File: src/rtl/cmd_seq_pkg.sv
package cmd_seq_pkg;
  localparam int unsigned WORD_W  = 32;
  localparam int unsigned MAX_LEN = 4;
  localparam int unsigned LEN_W   = $clog2(MAX_LEN + 1);
  localparam int unsigned IDX_W   = $clog2(MAX_LEN);
  localparam int unsigned CNT_W   = 12;

  localparam logic [3:0] OP_WRITE   = 4'h1;
  localparam logic [3:0] OP_JUMP    = 4'h7;
  localparam logic [3:0] OP_SYNC    = 4'h8;
  localparam logic [3:0] OP_WRITECR = 4'h9;
  localparam logic [3:0] OP_SKIP3A  = 4'hB;
  localparam logic [3:0] OP_SKIP3B  = 4'hC;

  localparam int unsigned B_RESYNC = 15;
  localparam int unsigned B_INC    = 16;
  localparam int unsigned B_CLR    = 17;
  localparam int unsigned B_IRQ1   = 24;
  localparam int unsigned B_IRQ2   = 25;
  localparam int unsigned B_EOL    = 26;
  localparam int unsigned B_SOL    = 27;

  typedef struct packed {
    logic             sol;
    logic             eol;
    logic             irq2;
    logic             irq1;
    logic             cnt_clr;
    logic             cnt_inc;
    logic             resync;
    logic [CNT_W-1:0] cnt;
  } cmd_flags_t;

  typedef enum logic [2:0] {
    S_IDLE, S_REQ, S_WAIT, S_EXEC, S_XFER, S_REG, S_SYNC, S_HALT
  } seq_state_e;
endpackage

File: src/rtl/cmd_seq_decode.sv
module cmd_seq_decode
  import cmd_seq_pkg::*;
(
  input  logic [WORD_W-1:0] word_i,
  output logic [3:0]        op_o,
  output logic [LEN_W-1:0]  len_o,
  output logic              legal_o,
  output cmd_flags_t        flags_o
);
  assign op_o = word_i[WORD_W-1 -: 4];

  always_comb begin
    legal_o = 1'b1;
    unique case (op_o)
      OP_WRITE, OP_JUMP:    len_o = LEN_W'(2);
      OP_SKIP3A, OP_SKIP3B: len_o = LEN_W'(3);
      OP_WRITECR:           len_o = LEN_W'(4);
      OP_SYNC:              len_o = LEN_W'(1);
      default: begin
        len_o   = LEN_W'(1);
        legal_o = 1'b0;
      end
    endcase
  end

  assign flags_o.sol     = word_i[B_SOL];
  assign flags_o.eol     = word_i[B_EOL];
  assign flags_o.irq2    = word_i[B_IRQ2];
  assign flags_o.irq1    = word_i[B_IRQ1];
  assign flags_o.cnt_clr = word_i[B_CLR];
  assign flags_o.cnt_inc = word_i[B_INC];
  assign flags_o.resync  = word_i[B_RESYNC];
  assign flags_o.cnt     = word_i[CNT_W-1:0];
endmodule

File: src/rtl/cmd_seq_ctr.sv
module cmd_seq_ctr #(
  parameter int unsigned CW = 16
) (
  input  logic          clk_i,
  input  logic          rst_ni,
  input  logic          inc_i,
  input  logic          clr_i,
  input  logic [CW-1:0] tag_i,
  output logic [CW-1:0] count_o,
  output logic          tag_done_o
);
  logic [CW-1:0] count_q;
  logic [CW-1:0] diff;

  always_ff @(posedge clk_i or negedge rst_ni) begin
    if (!rst_ni)    count_q <= '0;
    else if (clr_i) count_q <= '0;
    else if (inc_i) count_q <= count_q + CW'(1);
  end

  // wrap-safe: sign of the modular difference
  assign diff       = count_q - tag_i;
  assign tag_done_o = ~diff[CW-1];
  assign count_o    = count_q;
endmodule

File: src/rtl/cmd_seq_pulse.sv
module cmd_seq_pulse #(
  parameter int unsigned N = 2
) (
  input  logic         clk_i,
  input  logic         rst_ni,
  input  logic         fire_i,
  input  logic [N-1:0] req_i,
  output logic [N-1:0] pulse_o
);
  for (genvar i = 0; i < N; i++) begin : g_line
    logic p_q;
    always_ff @(posedge clk_i or negedge rst_ni) begin
      if (!rst_ni) p_q <= 1'b0;
      else         p_q <= fire_i & req_i[i];
    end
    assign pulse_o[i] = p_q;
  end
endmodule

File: src/rtl/cmd_seq.sv
module cmd_seq
  import cmd_seq_pkg::*;
#(
  parameter int unsigned AW = 32,
  parameter int unsigned CW = 16,
  parameter int unsigned LW = 12
) (
  input  logic              clk_i,
  input  logic              rst_ni,
  input  logic              start_i,
  input  logic              stop_i,
  input  logic [AW-1:0]     base_addr_i,
  output logic              busy_o,
  output logic              error_o,
  output logic              mem_req_o,
  output logic [AW-1:0]     mem_addr_o,
  input  logic              mem_rvalid_i,
  input  logic [WORD_W-1:0] mem_rdata_i,
  input  logic              mem_err_i,
  output logic              xfer_valid_o,
  input  logic              xfer_ready_i,
  output logic [WORD_W-1:0] xfer_addr_o,
  output logic [CNT_W-1:0]  xfer_len_o,
  output logic              xfer_sol_o,
  output logic              xfer_eol_o,
  output logic              reg_we_o,
  output logic [WORD_W-1:0] reg_addr_o,
  output logic [WORD_W-1:0] reg_wdata_o,
  output logic [WORD_W-1:0] reg_mask_o,
  output logic              irq1_o,
  output logic              irq2_o,
  input  logic              sync_valid_i,
  input  logic [LW-1:0]     sync_line_i,
  output logic [CW-1:0]     count_o,
  input  logic [CW-1:0]     tag_i,
  output logic              tag_done_o
);
  localparam logic [AW-1:0] WORD_STEP = AW'(WORD_W / 8);

  seq_state_e        state_q, state_d;
  logic [AW-1:0]     pc_q, pc_d;
  logic [IDX_W-1:0]  widx_q, widx_d;
  logic              err_q, err_d;
  logic [WORD_W-1:0] w_q [MAX_LEN];
  logic              w_we;
  logic              cmd_done;

  logic [3:0]        rd_op, cur_op;
  logic [LEN_W-1:0]  rd_len, cur_len;
  logic              rd_legal, cur_legal;
  cmd_flags_t        rd_flags, cur_flags;
  logic              last_word;
  logic              line_hit;

  cmd_seq_decode u_dec_rd (
    .word_i (mem_rdata_i),
    .op_o   (rd_op),
    .len_o  (rd_len),
    .legal_o(rd_legal),
    .flags_o(rd_flags)
  );

  cmd_seq_decode u_dec_cur (
    .word_i (w_q[0]),
    .op_o   (cur_op),
    .len_o  (cur_len),
    .legal_o(cur_legal),
    .flags_o(cur_flags)
  );

  assign last_word = (widx_q == '0) ? (rd_len == LEN_W'(1))
                                    : (LEN_W'(widx_q) == cur_len - LEN_W'(1));
  assign line_hit  = sync_valid_i && (sync_line_i == w_q[0][LW-1:0]);

  always_comb begin
    state_d  = state_q;
    pc_d     = pc_q;
    widx_d   = widx_q;
    err_d    = err_q;
    w_we     = 1'b0;
    cmd_done = 1'b0;
    unique case (state_q)
      S_REQ: state_d = S_WAIT;
      S_WAIT: begin
        if (mem_rvalid_i) begin
          pc_d = pc_q + WORD_STEP;
          if (mem_err_i || (widx_q == '0 && !rd_legal)) begin
            state_d = S_HALT;
            err_d   = 1'b1;
          end else begin
            w_we = 1'b1;
            if (last_word) begin
              state_d = S_EXEC;
            end else begin
              widx_d  = widx_q + IDX_W'(1);
              state_d = S_REQ;
            end
          end
        end
      end
      S_EXEC: begin
        unique case (cur_op)
          OP_WRITE:   state_d = S_XFER;
          OP_WRITECR: state_d = S_REG;
          OP_SYNC: begin
            if (cur_flags.resync) state_d = S_SYNC;
            else                  cmd_done = 1'b1;
          end
          default:    cmd_done = 1'b1;
        endcase
      end
      S_XFER: cmd_done = xfer_ready_i;
      S_REG:  cmd_done = 1'b1;
      S_SYNC: cmd_done = line_hit;
      default: ;
    endcase
    if (cmd_done) begin
      state_d = S_REQ;
      widx_d  = '0;
      if (cur_op == OP_JUMP) pc_d = w_q[1][AW-1:0];
    end
    if (start_i) begin
      state_d = S_REQ;
      pc_d    = base_addr_i;
      widx_d  = '0;
      err_d   = 1'b0;
    end
    if (stop_i) begin
      state_d = S_IDLE;
      widx_d  = '0;
      err_d   = 1'b0;
    end
  end

  always_ff @(posedge clk_i or negedge rst_ni) begin
    if (!rst_ni) begin
      state_q <= S_IDLE;
      pc_q    <= '0;
      widx_q  <= '0;
      err_q   <= 1'b0;
    end else begin
      state_q <= state_d;
      pc_q    <= pc_d;
      widx_q  <= widx_d;
      err_q   <= err_d;
    end
  end

  for (genvar i = 0; i < MAX_LEN; i++) begin : g_word
    always_ff @(posedge clk_i or negedge rst_ni) begin
      if (!rst_ni)                                w_q[i] <= '0;
      else if (w_we && widx_q == IDX_W'(i))       w_q[i] <= mem_rdata_i;
    end
  end

  cmd_seq_ctr #(.CW(CW)) u_ctr (
    .clk_i     (clk_i),
    .rst_ni    (rst_ni),
    .inc_i     (cmd_done & cur_flags.cnt_inc),
    .clr_i     (cmd_done & cur_flags.cnt_clr),
    .tag_i     (tag_i),
    .count_o   (count_o),
    .tag_done_o(tag_done_o)
  );

  logic [1:0] irq_req, irq_pulse;
  assign irq_req = {cur_flags.irq2, cur_flags.irq1};

  cmd_seq_pulse #(.N(2)) u_irq (
    .clk_i  (clk_i),
    .rst_ni (rst_ni),
    .fire_i (cmd_done),
    .req_i  (irq_req),
    .pulse_o(irq_pulse)
  );

  assign irq1_o       = irq_pulse[0];
  assign irq2_o       = irq_pulse[1];
  assign busy_o       = (state_q != S_IDLE) && (state_q != S_HALT);
  assign error_o      = err_q;
  assign mem_req_o    = (state_q == S_REQ);
  assign mem_addr_o   = pc_q;
  assign xfer_valid_o = (state_q == S_XFER);
  assign xfer_addr_o  = w_q[1];
  assign xfer_len_o   = cur_flags.cnt;
  assign xfer_sol_o   = cur_flags.sol;
  assign xfer_eol_o   = cur_flags.eol;
  assign reg_we_o     = (state_q == S_REG);
  assign reg_addr_o   = w_q[1];
  assign reg_wdata_o  = w_q[2];
  assign reg_mask_o   = w_q[3];

  logic unused_ok;
  assign unused_ok = &{1'b0, rd_flags, cur_legal};
endmodule

File: config.mk
export PLATFORM = sky130hd
export DESIGN_NAME = cmd_seq
export DESIGN_NICKNAME = d
export VERILOG_FILES = /design/src/rtl/cmd_seq_pkg.sv /design/src/rtl/cmd_seq_decode.sv /design/src/rtl/cmd_seq_ctr.sv /design/src/rtl/cmd_seq_pulse.sv /design/src/rtl/cmd_seq.sv
export SDC_FILE = /design/constraint.sdc
export NUM_CORES = 1
export LEC_CHECK = 0
export CAP_MARGIN = 25
export CORE_MARGIN = 10
export CORE_UTILIZATION = 42
export DETAILED_ROUTE_END_ITERATION = 7
export HOLD_SLACK_MARGIN = 0.15
export PLACE_DENSITY = 0.77
export SYNTH_ARGS = -nofsm -noshare
export SYNTH_HDL_FRONTEND = slang
export SYNTH_SLANG_ARGS = --single-unit
File: constraint.sdc
create_clock -name clk_i -period 1.7 [get_ports clk_i]
set_input_delay 0.255 -clock clk_i [delete_from_list [all_inputs] [get_ports clk_i]]
set_output_delay 0.255 -clock clk_i [all_outputs]
set_load 0.02 [all_outputs]
# After elaboration in Yosys (flattened, before gate mapping)
# Index checks and enable logic that the tools add are counted.
# totals
word_cells,116
reg_bits,184
inputBits,100
out_inout_bits,198
# classes
reduce_logical,27
eq_ne,30
n_bitwise,5
n_addsub,5
n_mux,38
# op_table
op,n
2-to-1 mux 32 bit,5
case mux 3 bit (3 select lines),4
"adder 32 x 3 -> 32 bit, second input constant",1
"== test 4 bit, second input constant",8
2-to-1 mux 16 bit,2
2-to-1 mux 3 bit,6
"adder 16 x 1 -> 16 bit, second input constant",1
2-to-1 mux 2 bit,8
subtractor 16 bit,1
== test 12 bit,1
nonzero test 3 bit,4
2-to-1 mux 1 bit,11
OR reduction 2 bit,5
"== test 3 bit, second input constant",3
"== test 4 x 1 -> 1 bit, second input constant",2
"== test 4 x 3 -> 1 bit, second input constant",2
"inequality test 4 bit, second input constant",2
AND reduction 4 bit,2
nonzero test 4 bit,2
logical AND 1 bit,7
"inequality test 7 x 4 -> 1 bit, second input constant",1
"== test 3 x 1 -> 1 bit, second input constant",2
"== test 3 x 2 -> 1 bit, second input constant",2
"inequality test 6 bit, second input constant",1
18 further kinds,22

# Longest topological paths before layout
# Gate-level depths: netlist of the first run.
# depth
word_depth,13
ltp_mapped,8
ltp_nobuf,8

# By module
# A second synthesis of the first run with hierarchy kept.
# hier_totals
hier_cells,938
area_unflattened_um2,10292.4
# by_module_without_submodules
module,area_per_inst_um2,n_inst,seq_area_each_um2,cells_each
cmd_seq,8563.2,1,4154.0,734
cmd_seq_ctr,1131.1,1,400.4,124
cmd_seq_decode,260.2,2,0.0,37
cmd_seq_pulse,77.6,1,50.0,6

# Worst setup path before layout of the first run
# Ideal clock, no wire load.
# synth_path
path_kind,flip-flop to output port
from,register u_ctr.count_q[6] (netlist: u_ctr.count_o[6])
to,output tag_done_o
path_stages_with_launch,7
arrival_time_ps,2040
n_path_buf,0
path_slack_ps,-595
path_cell_list,dfrtp_1 ha_1 and3_1 a2111oi_0 a211o_1 a31oi_1 xnor2_1
# synth_between
elab_chain_cells,2
# synth_lines
item,line_no,source
start: declaration,cmd_seq_ctr.sv:12,logic [CW-1:0] count_q;
start signal: assignment,cmd_seq_ctr.sv:18,else if (inc_i) count_q <= count_q + CW'(1);
subtractor 16 bit,cmd_seq_ctr.sv:22,assign diff = count_q - tag_i;
NOT 1 bit,cmd_seq_ctr.sv:23,assign tag_done_o = ~diff[CW-1];
end: declaration,cmd_seq.sv:36,output logic tag_done_o
# No other way between the ends.

# Final worst setup path of the first run
# layout_path
from,register u_ctr.count_q[5] (netlist: u_ctr.count_o[5])
to,output tag_done_o
# Same word-level chain as after synthesis.

==> impl_summary.md, run 1 <==
Final layout
From synthesis to final layout, the design area changed by 68.1%. In the final design database the tool counted 1300 nets. The non-filler instance count after layout is 1469. The proportion of layout cells with a drive suffix above 1 is 0.368.

The number of fillers in the final layout is 1436. The multi-input combinational cells in the finished layout cover a total of 4800 µm². The sequential cell area is 4390 µm². The final instance area is 15100 µm².

Outcome
The checks that failed: setup timing. The flow ran to the end, but the final reports show violations.

STA
The maximum achievable frequency is 405 MHz. The clock arrives with 19.5 ps of skew. Setup repair after global routing could not meet its margin everywhere. Across all setup checks in the final design, the least slack found is -770 ps.

At the pin with the least slew margin, the transition time is 453 ps. In the finished design, the share of the clock period the worst path needs comes to 1.45. The final max-slew violation count was 0. The total setup violations reported at the end of the flow is 177. The routed design could run at a clock period as short as 2470 ps.

The aggregate negative setup slack is -42020 ps. The count of final hold-check violations was 0. Measured against its own limit, the worst slew margin works out to 0.696.

Min path
In this run the most critical hold path is launched from mem_rdata_i[29]. The classification of the worst-slack hold path is in -> reg.

Route
The final wirelength is 35200 µm. After detailed routing, the number of vias per cell comes to 5.44. Wire segments on met2 add up to 18000 µm in the final route. The count of vias placed by the detailed router is 7985. The top layer used by detailed routing is met5. The count of TritonRoute iterations in the first routing pass is 5. Once detail routing completed, the nets flagged for antenna violations numbered 0. For this block, the initial DRC count from the detailed router was 463.

After detailed routing, the average wire length per cell comes to 23.9 µm. The detailed router put a total of 13800 µm of wire on met1. The DRC violation count after routing is 0. The met3 layer wire length in the routed design is 2240 µm.

Logic synthesis
The top-area cell type share of the netlist area is 0.487. Sorting the synthesized cells by how often they occur yields sky130_fd_sc_hd__dfrtp_1, sky130_fd_sc_hd__mux2_2, sky130_fd_sc_hd__nand2_1, sky130_fd_sc_hd__buf_4, sky130_fd_sc_hd__xnor2_1. For this run, asynchronously set or reset flops after synthesis account for 1.00. The synthesized net count is 886. In the synthesized netlist the dominant register cell turns out to be sky130_fd_sc_hd__dfrtp_1. The flip-flop and latch count after synthesis is 175. The share of the yosys chip area belonging to registers is 0.487. The number of warnings issued by yosys is 0.

The count of mapped cells out of synthesis is 766. The most repeated cell in the gate-level netlist after synthesis is sky130_fd_sc_hd__dfrtp_1. The average instance in the mapped netlist occupies 11.7 µm². The number of enable-type register cells in the synthesized netlist is 0. In the post-synthesis netlist, the biggest area contributors are sky130_fd_sc_hd__dfrtp_1, sky130_fd_sc_hd__mux2_2, sky130_fd_sc_hd__xnor2_1, sky130_fd_sc_hd__buf_4, sky130_fd_sc_hd__mux2i_1. The largest area contributor in the netlist is sky130_fd_sc_hd__dfrtp_1. The post-synth design cell area is 9000 µm². The count of cell types in the netlist is 58.

Worst setup path
The signal on the critical path passes through ha_4 > and3_4 > o2111ai_1 > a211o_1 > a31oi_2 > xnor2_2 > buf_4. The critical path launch point type is a flop. The launch point of the critical path is u_ctr.count_o[5]$_DFFE_PN0P_.

The data arrival time at the worst-slack endpoint is 2210 ps. In this run the critical register-to-register path is launched from w_q[105]$_DFFE_PN0P_. The type of destination of the critical path is an output pin. The delay of the slowest cell on the worst path is 430 ps. The slowest stage of the critical path is the sky130_fd_sc_hd__dfrtp_2 cell. The data required time at the worst endpoint is 1440 ps. By startpoint and endpoint, the worst setup path is classified as reg -> out. Of all nets on the critical path, the largest fanout is 2.

Clock network
The level count of the clock H-tree is 4. Buffers inserted during clock tree synthesis total 17. The number of clock sinks is 175.

The clock transition at the register clock pins on the worst setup and hold paths after CTS is 80 ps. In this run the deepest clock path goes through 2 buffers. The clock reaches the later pin of the worst-skew pair after 450 ps. TritonCTS built the clock tree. The root cell of the clock tree is sky130_fd_sc_hd__clkbuf_16.

Job
The number of max-cap violations is 0.

Global routing
The via count of the first global-routing pass is 8386. The initial antenna violation count came to 2. In the global route stage, overall resource usage came out at 0.234.

The first global-routing pass estimated 51200 µm of wire. Entering global routing, the biggest net connects 53 pins. Summed over all layers, the global routing overflow is 0.

Die
In this run the count of I/O pins placed on the die edge is 298. The floorplan step set the die width to 166 µm. The area of the core region is 21000 µm².

The die is 166 µm tall. The effective utilization at floorplan is 0.428. The floorplan step defined a die boundary enclosing 27700 µm². The floorplan has 53 rows.

Power
In this run the power density over the cells is 730 nW/µm². The leakage power is 0.00811 µW. The peak supply drop is 0.685 mV.

Placement
The placed standard-cell area is 13000 µm². The number of instances in the placed design is 1386. Routability-driven placement finished with a final weighted congestion of 0.886.

At the placement stage, the worst setup path has a slack of -1140 ps. Once detailed placement completed, the half-perimeter wirelength came to 22800 µm. The quantity of I/O buffers inserted on ports is 297.
## final timing paths
check                           slack (ps)  depth (start not counted)                           to
worst max-delay path                  -770                          7                   tag_done_o
worst min-delay path                   260                          3         w_q[125]$_DFFE_PN0P_
worst max register to register        -370                          8     mem_addr_o[27]$_DFF_PN0_
worst min register to register         500                          1         w_q[123]$_DFFE_PN0P_
max in group asynchronous              790                          3  reg_wdata_o[10]$_DFFE_PN0P_
min in group asynchronous              330                          2         w_q[100]$_DFFE_PN0P_
## timing repair
| item | 4_1_cts | 5_1_grt |
|---|---|---|
| pin swaps | 33 | 53 |
| setup buffers | 25 | 18 |
| cloned | 13 | 1 |
| hold buffers | 2 | 0 |
| hold endpoints to repair | 161 | 0 |
| setup endpoints to repair | 309 | 221 |
| resized for setup | 273 | 144 |
## metrics by stage
stage	hold WS, ps	power [µW]	util
after global placement	237	6750	0.617
after floorplan	-40.6	5600	-
after global routing	259	11400	0.720
after detailed placement	236	6810	0.617
final	255	11000	0.720
after CTS	344	10800	0.691
## layout by cell type, fill, tap and decap left out, types with 8 or more instances in the layout
master	instances
sky130_fd_sc_hd__o21ai_2	9
sky130_fd_sc_hd__dfrtp_1	169
sky130_fd_sc_hd__buf_6	35
sky130_fd_sc_hd__inv_1	20
sky130_fd_sc_hd__clkbuf_16	18
sky130_fd_sc_hd__xnor2_2	12
sky130_fd_sc_hd__dlygate4sd2_1	134
sky130_fd_sc_hd__mux2_2	106
sky130_fd_sc_hd__xnor2_1	28
sky130_fd_sc_hd__nor2_1	8
sky130_fd_sc_hd__nor2b_1	12
sky130_fd_sc_hd__buf_12	29
sky130_fd_sc_hd__nand4_1	21
sky130_fd_sc_hd__mux2i_1	29
sky130_fd_sc_hd__o21ai_1	34
sky130_fd_sc_hd__nand2_1	46
sky130_fd_sc_hd__and3_1	8
sky130_fd_sc_hd__nand3_1	9
sky130_fd_sc_hd__buf_4	101
sky130_fd_sc_hd__mux2_4	13
sky130_fd_sc_hd__dlymetal6s2s_1	45
sky130_fd_sc_hd__ha_1	16
sky130_fd_sc_hd__clkdlybuf4s50_1	111
## per-layer routing
| layer | up-vias | global-route usage |
|---|---|---|
| met2 | 319 | 0.403 |
| met1 | 4055 | 0.277 |
| li1 | 3540 | - |
| met4 | 2 | 0.0787 |
| met3 | 69 | 0.0629 |
| met5 | - | 0 |
## state kept, by name, indices dropped and copies added (netlist names)
signal,flops
widx_q,2
mem_addr_o,32
reg_addr_o,32
reg_mask_o,32
w_q,23
u_irq.g_line.p_q,2
reg_wdata_o,32
state_q,3
u_ctr.count_o,16
error_o,1
## cells by family after synthesis
logic type,share of synthesized area
and+or+nand+nor,0.114
DFF,0.487
muxes,0.184
buffers and inverters,0.0723
AOI/OAI and AO/OA,0.0713
xor gates and xnor gates,0.0438
adders and majority gates,0.0278
## layout make-up
type,instances,area share
timing repair buffer,471,0.324
multi-input combinational,493,0.317
sequential,175,0.290
tap,275,0.0227
clock buffer,17,0.0281
inverter,22,0.00546
antenna,1,0.000165
clock inverter,15,0.0126
## critical path, delay by kind of cell (launching register included)
| family | cells | cell delay [ps] |
|---|---|---|
| AND/OR/NAND/NOR | 1 | 180 |
| flip-flops | 1 | 430 |
| adder cells (fa/ha/maj) | 1 | 280 |
| AO/OA/AOI/OAI | 3 | 590 |
| buffers and inverters | 1 | 160 |
| XOR/XNOR | 1 | 130 |
## power by group
part	internal [µW]	total [µW]	switching (µW)
registers	4350	4530	178
logic	1210	2500	1290
clock network	2000	4010	2010
total	7560	11000	3480
No activity file was read; power rests on OpenSTA's default activity.
==> run 2, diff against run 1 <==
CORE_UTILIZATION = 47   (was 42)
PLACE_DENSITY = 0.82   (was 0.77)
SETUP_SLACK_MARGIN = 0.15   (was not set)
TNS_END_PERCENT = 5   (was not set)
clock period = 2.4 ns   (was 1.7 ns; I/O delays follow)
==> run 2 against run 1 <==
The run still ends with setup timing left. Wire length is 18% lower. Power is 33% lower. Critical path depth is 2 higher. Global-route usage is 0.80 points lower. Setup slack better by 580 ps. Sequential cell count stayed put. Hold slack better by 110 ps. Via count is 10% lower. Largest power group unchanged.
==> impl_summary.md, run 2 (synthesis results as in run 1) <==
Outcome
The run finished, with violations left. The checks that failed: setup timing.

Power
The sequential group share of total power is 0.437. The share of total power dissipated in combinational logic is 0.187. Total power for the finished layout comes to 7450 µW. IR analysis of the VDD net gives a maximum drop of 0.496 mV. In this run the power density over the cells is 575 nW/µm². The switching power total is 2180 µW. The share of power burned in the clock network is 0.376.

Summed over all cells, the static leakage comes to 0.00591 µW. The proportion of total power due to net switching is 0.293. The internal power of the cells is 5270 µW.

STA
Setup repair after global routing could not meet its margin everywhere. For this run, the top clock speed supported by timing is 386 MHz. The count of final hold-check violations was 0. After layout, the worst setup slack is -190 ps. For the pin with the worst max-slew slack, the measured transition is 890 ps. The smallest clock period supported by the final layout is computed as 2590 ps.

Clock skew on the completed layout was measured at 12.1 ps. The final max-slew violation count is 0. In the finished design, the share of the clock period the worst path needs comes to 1.08.

The total setup violations reported at the end of the flow is 1. The worst relative slew slack is 0.406.

Global routing
Summed over all layers, the global routing overflow is 0. Across every metal layer, demand over resource in global routing totals 0.226. The initial antenna violation count is 0. Entering global routing, the biggest net connects 70 pins. The first global-routing pass estimated 44000 µm of wire. The via count of the first global-routing pass was 7696.

Die
The area of the core region is 18800 µm². The floorplan step set the die height to 158 µm. During I/O placement, the number of pins put on the boundary was 298. In this run the core area contains 50 standard-cell rows.

For this configuration, the core starts out at a cell density of 0.480. The floorplan step set the die width to 158 µm. The overall die area is 25100 µm².

Worst setup path
The worst reg2reg path endpoint is u_ctr.count_o[6]$_DFFE_PN0P_. The number of buffers and inverters on the critical path is 3. STA puts the critical path data required time at 2040 ps. The gate family responsible for the most delay along the worst path is buffers and inverters. The critical path ends at tag_done_o. The type of the setup path with the least slack is in -> out. The delay of the slowest cell on the worst path is 470 ps. The data arrival time at the worst-slack endpoint is 2230 ps. Traced cell by cell, the critical path runs through clkdlybuf4s50_1 > inv_2 > ha_4 > and3_4 > o2111ai_4 > a211o_1 > a31oi_4 > xnor2_2 > buf_4. The reg-to-reg startpoint is w_q[127]$_DFFE_PN0P_. The number of cells on the critical path is 9. Tracing the worst setup path back leads to its startpoint at tag_i[5]. Along the worst path, the maximum fanout reaches 2. The slowest stage cell on the critical path is sky130_fd_sc_hd__clkdlybuf4s50_1. The worst register-to-register path has a setup slack of 150 ps.

The number of cells on the worst reg-to-reg path is 7. The type of destination of the critical path is an output pin. The critical path launch point type is a primary input.

Clock network
The clock tree synthesis step divided the H-tree into 4 levels. The tree is rooted in a sky130_fd_sc_hd__clkbuf_16. The clock passes through at most 2 buffers. The insertion delay to the later sink of the worst-skew pair is 430 ps. Counting every sink on the clock net gives 175. The clock transition at the register clock pins on the worst setup and hold paths after CTS is 70 ps. Clock tree synthesis inserted a total of 17 buffers. The CTS tree is done.

Final layout
The number of nets at the end of the flow is 1177. The library cells used most frequently in the layout, excluding fill and tap cells, are sky130_fd_sc_hd__clkdlybuf4s50_1, sky130_fd_sc_hd__dfrtp_1, sky130_fd_sc_hd__mux2_2, sky130_fd_sc_hd__nand2_1, sky130_fd_sc_hd__xnor2_1. The library cell used most frequently in the layout, excluding fill and tap cells, is sky130_fd_sc_hd__clkdlybuf4s50_1. The layout-stage area growth over the synthesis result is 44.0%. The number of fillers in the final layout is 1380. The proportion of layout cells with a drive suffix above 1 is 0.209. With fillers left out, the area of the finished cells amounts to 13000 µm².

Route
The wire length per cell after detailed routing is 22.0 µm. The remaining antenna violation count after routing is 0. The final layout contains routed wiring with a total length of 28700 µm.

After detailed routing, the number of vias per cell comes to 5.48. The count of vias placed by the detailed router is 7152. In this run, the number of DRC markers left after iteration 0 of detailed routing was 427.

For this run, the detailed router's first-pass iteration total came to 5. The DRC violation count after routing is 0.

Placement
After detailed placement, the total cell area comes to 12200 µm². The post-DP HPWL is 21500 µm. Port buffering added 297 buffers. The placer congestion estimate is 0.851.

Min path
The tightest min-delay check is of the in -> reg type.

Job
The number of max-cap violations is 0.
[run 2: changes by cell type in the layout (fill, tap and decap cells not counted), moves of 16 or more]
cell	before	now
sky130_fd_sc_hd__dlygate4sd2_1	134	3
sky130_fd_sc_hd__buf_6	35	1
sky130_fd_sc_hd__buf_4	101	38
sky130_fd_sc_hd__clkdlybuf4s50_1	111	288
sky130_fd_sc_hd__buf_12	29	13
sky130_fd_sc_hd__dlymetal6s2s_1	45	3
[run 2: per-stage QoR]
stage | worst slack [ps] | util | instances | hold WS, ps | TNS [ps]
2_1_floorplan | 155 | - | 766 | 64.4 | 0
4_1_cts | -224 | 0.688 | 1303 | 333 | -224
3_3_place_gp | -811 | 0.652 | 1270 | 420 | -811
6_report | -190 | 0.691 | 1305 | 362 | -190
3_5_place_dp | -863 | 0.652 | 1270 | 426 | -1530
5_1_grt | -253 | 0.690 | 1304 | 341 | -253
[run 2: layer usage]
metal / share of wire / wire (µm) / vias up / track usage
met3: 0.083 / 2380 / 17 / 0.0774
met5: 0 / 0 / - / 0
met2: 0.52 / 14800 / 256 / 0.398
met1: 0.39 / 11200 / 3582 / 0.263
li1: - / - / 3297 / -
met4: 0.0086 / 246 / 0 / 0.0428
[run 2: area by class of cell]
class / count / area (µm²) / area share
antenna: 1 / 2.50 / 0.000193
clock buffer: 17 / 425 / 0.0328
clock inverter: 15 / 170 / 0.0131
inverter: 22 / 82.6 / 0.00637
multi-input combinational: 493 / 4090 / 0.315
sequential: 175 / 4380 / 0.338
tap: 234 / 293 / 0.0226
timing repair buffer: 348 / 3520 / 0.271
[run 2: timing repair]
action / 4_1_cts / 5_1_grt
setup endpoints to repair: 3 / 16
resized for setup: 20 / 8
pin swaps: 9 / 3
setup buffers: 0 / 1
endpoints found under the hold margin: 64 / 0
hold buffers: 1 / 0
[run 2: worst reg2reg max path, cell delays in order, from the launching register on]
cell and delay, ps:
sky130_fd_sc_hd__dfrtp_2 450, sky130_fd_sc_hd__a21oi_1 290, sky130_fd_sc_hd__o31ai_2 120, sky130_fd_sc_hd__o22ai_2 370
sky130_fd_sc_hd__a41oi_4 120, sky130_fd_sc_hd__buf_12 230, sky130_fd_sc_hd__nor4_1 390, sky130_fd_sc_hd__a221o_1 200
[run 2: worst min path at each step]
stage          slack [ps]  cells past startpoint                     endpoint  startpoint
2_1_floorplan          60                      0          error_o$_DFFE_PN0P_      rst_ni
3_3_place_gp          420                      1  reg_wdata_o[30]$_DFFE_PN0P_      rst_ni
3_5_place_dp          430                      1  reg_wdata_o[30]$_DFFE_PN0P_      rst_ni
4_1_cts               330                      3     mem_addr_o[31]$_DFF_PN0_     start_i
5_1_grt               340                      3     mem_addr_o[31]$_DFF_PN0_     start_i
6_report              360                      3     mem_addr_o[31]$_DFF_PN0_     start_i
[run 2: power groups by stage]
| stage | Clock (µW) | Combinational [µW] | Sequential, µW |
|---|---|---|---|
| 3_5_place_dp | 0 | 1310 | 3300 |
| 3_3_place_gp | 0 | 1290 | 3290 |
| 6_report | 2800 | 1390 | 3250 |
| 5_1_grt | 2990 | 1500 | 3280 |
| 4_1_cts | 2850 | 1360 | 3250 |
| 2_1_floorplan | 0 | 568 | 3370 |
==> run 3, diff against run 2 <==
CTS_CLUSTER_SIZE = 28   (was not set)
RECOVER_POWER = 100   (was not set)
==> run 3 against run 2 <==
The run ends with capacitance limit, slew limit, setup timing left. Via count increased by 0.31%. Global-route usage unchanged. Combinational power decreased by 4%. Die area unchanged. Critical path depth unchanged. Sequential share of layout area increased by 0.66 points. Critical endpoint unchanged. Sequential power about the same. Power decreased by 0.98%. Largest power group unchanged. Final cell count unchanged.
==> impl_summary.md, run 3 (synthesis results as in run 1) <==
Outcome
The flow ran to the end, but the final reports show violations. The final reports fail on capacitance limit, slew limit, setup timing.

Route
In the final routed layout, each cell accounts on average for 21.9 µm. The number of DRC violations after detailed-routing iteration 0 is 421. The remaining antenna violation count after routing is 0. The per-cell via count in the routed design is 5.50.

The count of vias placed by the detailed router is 7174. The DRC violation count after routing is 0. The count of TritonRoute iterations in the first routing pass is 5. The final layout contains routed wiring with a total length of 28600 µm.

Worst setup path
The register-to-register setup slack is -100 ps. STA classifies the critical path startpoint as a primary input. The launch point of the critical path is tag_i[5].

STA puts the critical path data arrival time at 2230 ps. In this run the worst path has a maximum fanout of 2. The type of the setup path with the least slack is in -> out. The number of cells on the worst reg-to-reg path is 7. At the worst endpoint, the required time is 2040 ps. The reg-to-reg startpoint is w_q[124]$_DFFE_PN0P_. The most critical setup path has its endpoint at tag_done_o.

The worst register-to-register path ends at u_ctr.count_o[6]$_DFFE_PN0P_. The type of destination of the critical path is an output pin.

Clock network
The clock transition at the register clock pins on the worst setup and hold paths after CTS is 70 ps. The number of clock sinks is 175. Clock tree synthesis selected as its root buffer the cell sky130_fd_sc_hd__clkbuf_16. The longest clock path from root to sink contains 2 buffers. The number of CTS-inserted buffers is 17. The level count of the clock H-tree is 4. The CTS tree is done. For the worst-skew pair, the clock arrives at the later sink with an insertion delay of 430 ps.

Final layout
The library cell used most frequently in the layout, excluding fill and tap cells, is sky130_fd_sc_hd__dlygate4sd3_1. Registers take 4380 µm². The multi-input logic area is 4020 µm². Compared with the post-synthesis result, the final layout area differs by 41.2%. The top cell types in the final layout, fill and taps aside, are sky130_fd_sc_hd__dlygate4sd3_1, sky130_fd_sc_hd__dfrtp_1, sky130_fd_sc_hd__mux2_2, sky130_fd_sc_hd__clkdlybuf4s50_1, sky130_fd_sc_hd__nand2_1.

The post-route core utilization is 0.677. The layout has 1419 filler cells. The final instance area is 12700 µm².

In the final design database the tool counted 1177 nets. Of the cells placed in the final design, the portion with a size suffix greater than 1 is 0.199.

Die
The effective utilization at floorplan is 0.480. The horizontal die dimension is 158 µm. The overall die area is 25100 µm².

The number of top-level design ports is 298. From bottom edge to top edge, the die measures 158 µm. The area of the core region is 18800 µm².

In this run the core area contains 50 standard-cell rows.

STA
The maximum achievable frequency is 386 MHz. Setup violations remaining at the end of the flow were counted as 15. The final clock skew is 13.5 ps. The final max-slew violation count is 70. The count of final hold-check violations is 0. Of the available clock period, the critical path in the final layout requires 1.08. At the pin with the least slew margin, the transition time is 1790 ps. Setup total negative slack on the finished layout was measured at -773 ps. Setup repair after global routing could not meet its margin everywhere. Headroom to the max-slew limit came out at -0.196.

The slack of the critical path is -194 ps. For the finished layout, the period the worst path requires is 2590 ps.

Placement
The placed standard-cell area is 12200 µm². The quantity of I/O buffers inserted on ports is 297. After legalization and detailed placement, the total HPWL measured 21500 µm.

The placer congestion estimate is 0.851.

Global routing
The initial antenna violation count was 0. The via count of the first global-routing pass was 7696. The first global-routing pass estimated 44000 µm of wire. The overall routing resource usage is 0.226.

The total overflow left after global routing is 0. The maximum number of pins on one net before global-route repair is 70.

Power
The peak supply drop is 0.496 mV. The leakage power is 0.00626 µW. The power density of the placed cells is 580 nW/µm².

Min path
The min-delay analysis places its worst path in the category in -> reg.

Job
Max-cap violations in this run came to 1.
-- run 3: through the flow --
step | worst slack [ps] | hold slack, ps | power [µW] | std cells
floorplan | 155 | 64.4 | 3930 | 766
global placement | -811 | 420 | 4580 | 1270
detailed placement | -863 | 426 | 4620 | 1270
CTS | -224 | 333 | 7460 | 1303
global route | -253 | 341 | 7690 | 1304
finish | -194 | 359 | 7380 | 1305
-- run 3: worst min-delay path by stage --
stage / from / endpoint / slack [ps] / depth (start not counted)
global route: start_i / mem_addr_o[31]$_DFF_PN0_ / 340 / 3
global placement: rst_ni / reg_wdata_o[30]$_DFFE_PN0P_ / 420 / 1
detailed placement: rst_ni / reg_wdata_o[30]$_DFFE_PN0P_ / 430 / 1
finish: start_i / mem_addr_o[31]$_DFF_PN0_ / 360 / 3
floorplan: rst_ni / error_o$_DFFE_PN0P_ / 60 / 0
CTS: start_i / mem_addr_o[31]$_DFF_PN0_ / 330 / 3
-- run 3: cell type report --
cell class / instances / share of cell area
sequential: 175 / 0.345
antenna: 1 / 0.000197
inverter: 22 / 0.00650
tap: 234 / 0.0230
multi-input combinational: 493 / 0.316
clock buffer: 17 / 0.0335
timing repair buffer: 348 / 0.262
clock inverter: 15 / 0.0134
-- run 3: what timing repair did --
action,in CTS,in global routing
setup endpoints to repair,3,16
buffers inserted,0,1
endpoints found under the hold margin,64,0
hold buffers,1,0
pin swaps,9,3
gates resized for setup,20,8
-- run 3: where the power goes --
part | total [µW] | switching (µW) | internal [µW]
Combinational | 1330 | 684 | 641
Sequential | 3250 | 168 | 3080
Clock | 2800 | 1310 | 1490
Total | 7380 | 2160 | 5210
-- run 3: worst max-delay path, cell delays in order --
cell and delay [ps]:
sky130_fd_sc_hd__clkdlybuf4s50_1 470, sky130_fd_sc_hd__inv_2 60, sky130_fd_sc_hd__ha_4 270, sky130_fd_sc_hd__and3_4 210
sky130_fd_sc_hd__o2111ai_4 100, sky130_fd_sc_hd__a211o_1 310, sky130_fd_sc_hd__a31oi_4 160, sky130_fd_sc_hd__xnor2_2 120
sky130_fd_sc_hd__buf_4 150
-- run 3: layer usage --
layer | vias up | share of wire | GRT usage
met5 | - | 0 | 0
met4 | 0 | 0.0090 | 0.0428
met3 | 25 | 0.083 | 0.0774
met2 | 268 | 0.52 | 0.398
met1 | 3587 | 0.39 | 0.263
li1 | 3294 | - | -
